==> src/rtl/serial_cfg_loader_pkg.sv <==
package serial_cfg_loader_pkg;
  localparam int unsigned WORD_W = 24;
  localparam int unsigned SEL_W  = 2;
  localparam int unsigned PAY_W  = WORD_W - SEL_W;
  localparam int unsigned N_DST  = 1 << SEL_W;

  typedef enum logic [SEL_W-1:0] {
    DST_REF  = 2'd0,
    DST_CNT  = 2'd1,
    DST_FUNC = 2'd2,
    DST_INIT = 2'd3
  } dst_e;
endpackage

==> src/rtl/scl_edge_det.sv <==
module scl_edge_det #(
  parameter int unsigned N = 2
) (
  input  logic         clk_i,
  input  logic         rst_ni,
  input  logic [N-1:0] sig_i,
  output logic [N-1:0] rise_o
);
  logic [N-1:0] prev_q;

  // reset to ones: a pin already high at reset release is not an edge
  always_ff @(posedge clk_i or negedge rst_ni) begin
    if (!rst_ni) prev_q <= '1;
    else         prev_q <= sig_i;
  end

  for (genvar i = 0; i < N; i++) begin : g_rise
    assign rise_o[i] = sig_i[i] & ~prev_q[i];
  end
endmodule

==> src/rtl/scl_shift_reg.sv <==
module scl_shift_reg #(
  parameter int unsigned W = 24
) (
  input  logic         clk_i,
  input  logic         rst_ni,
  input  logic         shift_en_i,
  input  logic         bit_i,
  output logic [W-1:0] word_o
);
  logic [W-1:0] word_q;

  always_ff @(posedge clk_i or negedge rst_ni) begin
    if (!rst_ni)         word_q <= '0;
    else if (shift_en_i) word_q <= {word_q[W-2:0], bit_i};
  end

  assign word_o = word_q;
endmodule

==> src/rtl/scl_dest_bank.sv <==
module scl_dest_bank
  import serial_cfg_loader_pkg::*;
#(
  parameter int unsigned PW = PAY_W,
  parameter int unsigned SW = SEL_W,
  parameter int unsigned ND = N_DST
) (
  input  logic                  clk_i,
  input  logic                  rst_ni,
  input  logic                  strobe_i,
  input  logic [SW-1:0]         sel_i,
  input  logic [PW-1:0]         pay_i,
  output logic [ND-1:0][PW-1:0] lat_o,
  output logic                  cnt_rst_o
);
  logic [ND-1:0] wr_en;
  logic          pulse_q;

  for (genvar d = 0; d < ND; d++) begin : g_dst
    logic [PW-1:0] lat_q;
    logic          hit;
    // init code mirrors into the function latch
    if (d == int'(DST_FUNC)) begin : g_mirror
      assign hit = (sel_i == SW'(d)) || (sel_i == SW'(DST_INIT));
    end else begin : g_plain
      assign hit = (sel_i == SW'(d));
    end
    assign wr_en[d] = strobe_i & hit;

    always_ff @(posedge clk_i or negedge rst_ni) begin
      if (!rst_ni)       lat_q <= '0;
      else if (wr_en[d]) lat_q <= pay_i;
    end
    assign lat_o[d] = lat_q;
  end

  always_ff @(posedge clk_i or negedge rst_ni) begin
    if (!rst_ni) pulse_q <= 1'b0;
    else         pulse_q <= strobe_i && (sel_i == SW'(DST_INIT));
  end

  assign cnt_rst_o = pulse_q;
endmodule

==> src/rtl/serial_cfg_loader.sv <==
module serial_cfg_loader
  import serial_cfg_loader_pkg::*;
#(
  parameter int unsigned WW = WORD_W,
  parameter int unsigned SW = SEL_W,
  localparam int unsigned PW = WW - SW,
  localparam int unsigned ND = 1 << SW
) (
  input  logic          clk_i,
  input  logic          rst_ni,
  input  logic          sclk_i,
  input  logic          sdata_i,
  input  logic          sle_i,
  output logic [PW-1:0] ref_latch_o,
  output logic [PW-1:0] cnt_latch_o,
  output logic [PW-1:0] func_latch_o,
  output logic [PW-1:0] init_latch_o,
  output logic          cnt_rst_o
);
  logic [1:0]                 rise;
  logic                       sclk_rise, le_rise;
  logic [WW-1:0]              word_q;
  logic [ND-1:0][PW-1:0]      lat;

  scl_edge_det #(.N(2)) i_edge (
    .clk_i  (clk_i),
    .rst_ni (rst_ni),
    .sig_i  ({sle_i, sclk_i}),
    .rise_o (rise)
  );
  assign sclk_rise = rise[0];
  assign le_rise   = rise[1];

  scl_shift_reg #(.W(WW)) i_shift (
    .clk_i      (clk_i),
    .rst_ni     (rst_ni),
    .shift_en_i (sclk_rise & ~sle_i),
    .bit_i      (sdata_i),
    .word_o     (word_q)
  );

  scl_dest_bank #(.PW(PW), .SW(SW), .ND(ND)) i_bank (
    .clk_i     (clk_i),
    .rst_ni    (rst_ni),
    .strobe_i  (le_rise),
    .sel_i     (word_q[SW-1:0]),
    .pay_i     (word_q[WW-1:SW]),
    .lat_o     (lat),
    .cnt_rst_o (cnt_rst_o)
  );

  assign ref_latch_o  = lat[DST_REF];
  assign cnt_latch_o  = lat[DST_CNT];
  assign func_latch_o = lat[DST_FUNC];
  assign init_latch_o = lat[DST_INIT];
endmodule

==> config.mk <==
export PLATFORM = sky130hd
export DESIGN_NAME = serial_cfg_loader
export DESIGN_NICKNAME = d
export VERILOG_FILES = /design/src/rtl/serial_cfg_loader_pkg.sv /design/src/rtl/scl_edge_det.sv /design/src/rtl/scl_shift_reg.sv /design/src/rtl/scl_dest_bank.sv /design/src/rtl/serial_cfg_loader.sv
export SDC_FILE = /design/constraint.sdc
export NUM_CORES = 1
export LEC_CHECK = 0
export CAP_MARGIN = 15
export CORE_MARGIN = 3
export CORE_UTILIZATION = 40
export CTS_BUF_LIST = sky130_fd_sc_hd__clkbuf_16
export CTS_CLUSTER_DIAMETER = 100
export DETAILED_ROUTE_END_ITERATION = 7
export DONT_BUFFER_PORTS = 1
export PLACE_DENSITY = 0.57
export SYNTH_ARGS = -nofsm -noshare
export SYNTH_HDL_FRONTEND = slang
export SYNTH_SLANG_ARGS = --single-unit
export TNS_END_PERCENT = 1
==> constraint.sdc <==
create_clock -name clk_i -period 1.6 [get_ports clk_i]
set_input_delay 0.24 -clock clk_i [delete_from_list [all_inputs] [get_ports clk_i]]
set_output_delay 0.24 -clock clk_i [all_outputs]
set_load 0.01 [all_outputs]
==> results.json <==
{
  "status": "finished with violations",
  "violations": "negative hold slack",
  "p_comb_share_pct": 7.2,
  "die_x_um": 110,
  "synth_ff_type": "dfrtp_1",
  "maxSlewViolCount": 0,
  "num-fill-cells": 889,
  "p_per_area_nw_per_um2": 1640,
  "hold_viol": 115,
  "required_ns": 1.88,
  "async_flop_share_pct": 100,
  "yosys.cell_types.count": 13,
  "grt_pass1_wl_um": 13200,
  "pwr-share-clk_pct": 48.4,
  "seqPwrFrac_pct": 44.5,
  "synth_top_area_cell": "dfrtp_1",
  "drive_gt1_share_pct": 54.8,
  "cts.htree.levels": 4,
  "route.detailed.drc": 0,
  "die_area_um2": 12000,
  "synth_edf_count": 0,
  "synthXorXnorAreaFrac_pct": 0,
  "drt-pass1-iter-count": 3,
  "gp_congestion": 0.638,
  "clock_skew_ns": 0.00903,
  "syn_inst": 243,
  "vias_per_cell": 5.10,
  "drt_first_iter_violations": 77,
  "root_buffer": "clkbuf_16",
  "synth_compound_area_share_pct": 0,
  "arrival_ns": 1.77,
  "p_leak_nw": 2.61,
  "clk_pin_slew_worst_paths_ns": 0.05,
  "setup_violations": 0,
  "finalNetCount": 271,
  "p_sw_mw": 1.96,
  "grt_pass1_vias": 2290,
  "wire_per_inst_um": 20.0,
  "switching_share_pct": 22.8,
  "clk_latency_ns": 0.41,
  "dp.final_hpwl_um": 5130,
  "syn_area_per_cell_um2": 17.7,
  "period_needed_ns": 1.49,
  "period_share_pct": 93.2,
  "synth_top_area_share_pct": 65.8,
  "cts_tree": "built",
  "yosys.area_share.simple_pct": 1.75,
  "dp.cells": 380,
  "fmax_mhz": 670,
  "grt_max_degree": 116,
  "ys_ff_latch": 115,
  "path_class": "flip-flop to flip-flop",
  "vdd_drop_max_uv": 749,
  "initial_core_util_pct": 41.5,
  "rows": 37,
  "rsz0062_at_grt": "no",
  "p_int_mw": 6.60,
  "antenna_cells": 0,
  "synth_commonest_cells": "dfrtp_1 (113), mux2_2 (109), buf_2 (4), buf_6 (4), mux2_1 (3)",
  "worst_slew_pin_slew_ns": 0.277,
  "cts_setup_buffers": 0,
  "synth_top_family_by_area": "multiplexers",
  "clockBufferDepth": 2,
  "area_growth_pct": 21.2,
  "final_util_pct": 50.2,
  "fin_tns_setup_ns": 0,
  "portBuffers": 0,
  "track_usage_pct": 14.9,
  "hold_class": "input port to asynchronous set/reset pin",
  "drv.max_cap_violation_count": 0,
  "antenna_found_initial": 0,
  "holdBufCountCts": 3,
  "ant_nets": 0,
  "grt.overflow.total": 0,
  "syn-num-nets": 248,
  "synthAdderAreaFrac_pct": 0,
  "rrSetupSlack_ns": 0.11,
  "synth.yosys.seq_area_share_pct": 67.0,
  "start_kind": "flip-flop",
  "dr_total_vias": 2118,
  "slew_headroom_pct": 81.4,
  "crit_path_max_fanout": 11,
  "yosys-top-cells-area": "dfrtp_1 (66%), mux2_2 (29%), dfstp_2 (1.2%)",
  "muxShareOfSynthArea_pct": 29.3,
  "yosysMostFrequentCell": "dfrtp_1",
  "io_pins": 94,
  "synth_area_um2": 4300,
  "clock_sinks": 115,
  "worst_hold_slack_ns": -0.470,
  "wirelength_um": 8290,
  "critPathCaptureType": "flip-flop",
  "cts_buffers": 17,
  "stdcell_count": 415,
  "ys_warn_count": 0,
  "die_y_um": 110,
  "coreArea_um2": 10400
}
[layer usage]
metal	wire length, µm	track usage (%)	part of all wire [%]
met5	0	0	0
met4	97	6.68	1.2
met3	881	8.28	11
met2	3740	21.1	45
met1	3570	18.7	43
[timing repair]
item,4_1_cts,5_1_grt
resized for setup,0,1
hold endpoints to repair,118,115
endpoints found under the setup margin,0,8
[cell type report]
type | instances | area [µm²] | share of cell area, %
sequential | 115 | 2880 | 55.3
timing repair buffer | 14 | 166 | 3.19
tap | 136 | 170 | 3.27
clock inverter | 15 | 221 | 4.25
multi-input combinational | 117 | 1340 | 25.8
clock buffer | 17 | 425 | 8.17
inverter | 1 | 3.75 | 0.0720
[kinds of logic after synthesis]
family | after synthesis
flops | 115
mux | 112
buf+inv | 11
simple gates | 5
[sequential cells by signal, summed over array words and instances (netlist names)]
register            flops
i_bank.cnt_rst_o        1
i_bank.g_dst.lat_q     88
i_edge.prev_q           2
i_shift.word_o         24
[through the flow]
| step | cell area, µm² | total power [mW] | setup WS (ns) |
|---|---|---|---|
| floorplan | 4300 | 4.23 | 0.150 |
| finish | 5210 | 8.56 | 0.108 |
| global route | 5210 | 8.93 | 0.0315 |
| CTS | 5210 | 8.69 | 0.0602 |
| global placement | 4530 | 4.45 | 0.127 |
| detailed placement | 4530 | 4.48 | 0.0634 |
[critical path, stage by stage, from the launching register on]
cell	delay (ns)
dfrtp_1	0.45
nor4b_4	0.37
buf_6	0.22
mux2_2	0.34
[worst paths after layout]
| kind | to | from | depth (start not counted) |
|---|---|---|---|
| setup / recovery | i_bank.g_dst[0].lat_q[11] | i_shift.word_o[1] | 3 |
| hold / removal | i_bank.g_dst[3].lat_q[19] | rst_ni | 0 |
| setup reg to reg | i_bank.g_dst[0].lat_q[11] | i_shift.word_o[1] | 3 |
| hold reg to reg | i_bank.g_dst[1].lat_q[15] | i_bank.g_dst[1].lat_q[15] | 1 |
| max in group asynchronous | i_edge.prev_q[1] | rst_ni | 0 |
| min in group clk_i | i_bank.cnt_rst_o | sle_i | 3 |
[power groups by stage]
| stage | clock network (mW) | registers, mW | logic (mW) |
|---|---|---|---|
| floorplan | 0 | 3.73 | 0.508 |
| global placement | 0 | 3.86 | 0.597 |
| detailed placement | 0 | 3.86 | 0.618 |
| CTS | 4.25 | 3.82 | 0.625 |
| global route | 4.37 | 3.88 | 0.676 |
| finish | 4.14 | 3.81 | 0.614 |
[placed cells by master, fill, tap and decap left out, drive strengths merged]
| cell | count |
|---|---|
| and4bb | 1 |
| buf | 11 |
| bufinv | 6 |
| clkbuf | 17 |
| clkinv | 5 |
| clkinvlp | 1 |
| dfrtp | 113 |
| dfstp | 2 |
| dlygate4sd3 | 3 |
| inv | 4 |
| mux2 | 112 |
| nand3b | 1 |
| nand4b | 1 |
| nor3b | 1 |
| nor4b | 1 |
No activity file was read; power rests on OpenSTA's default activity.
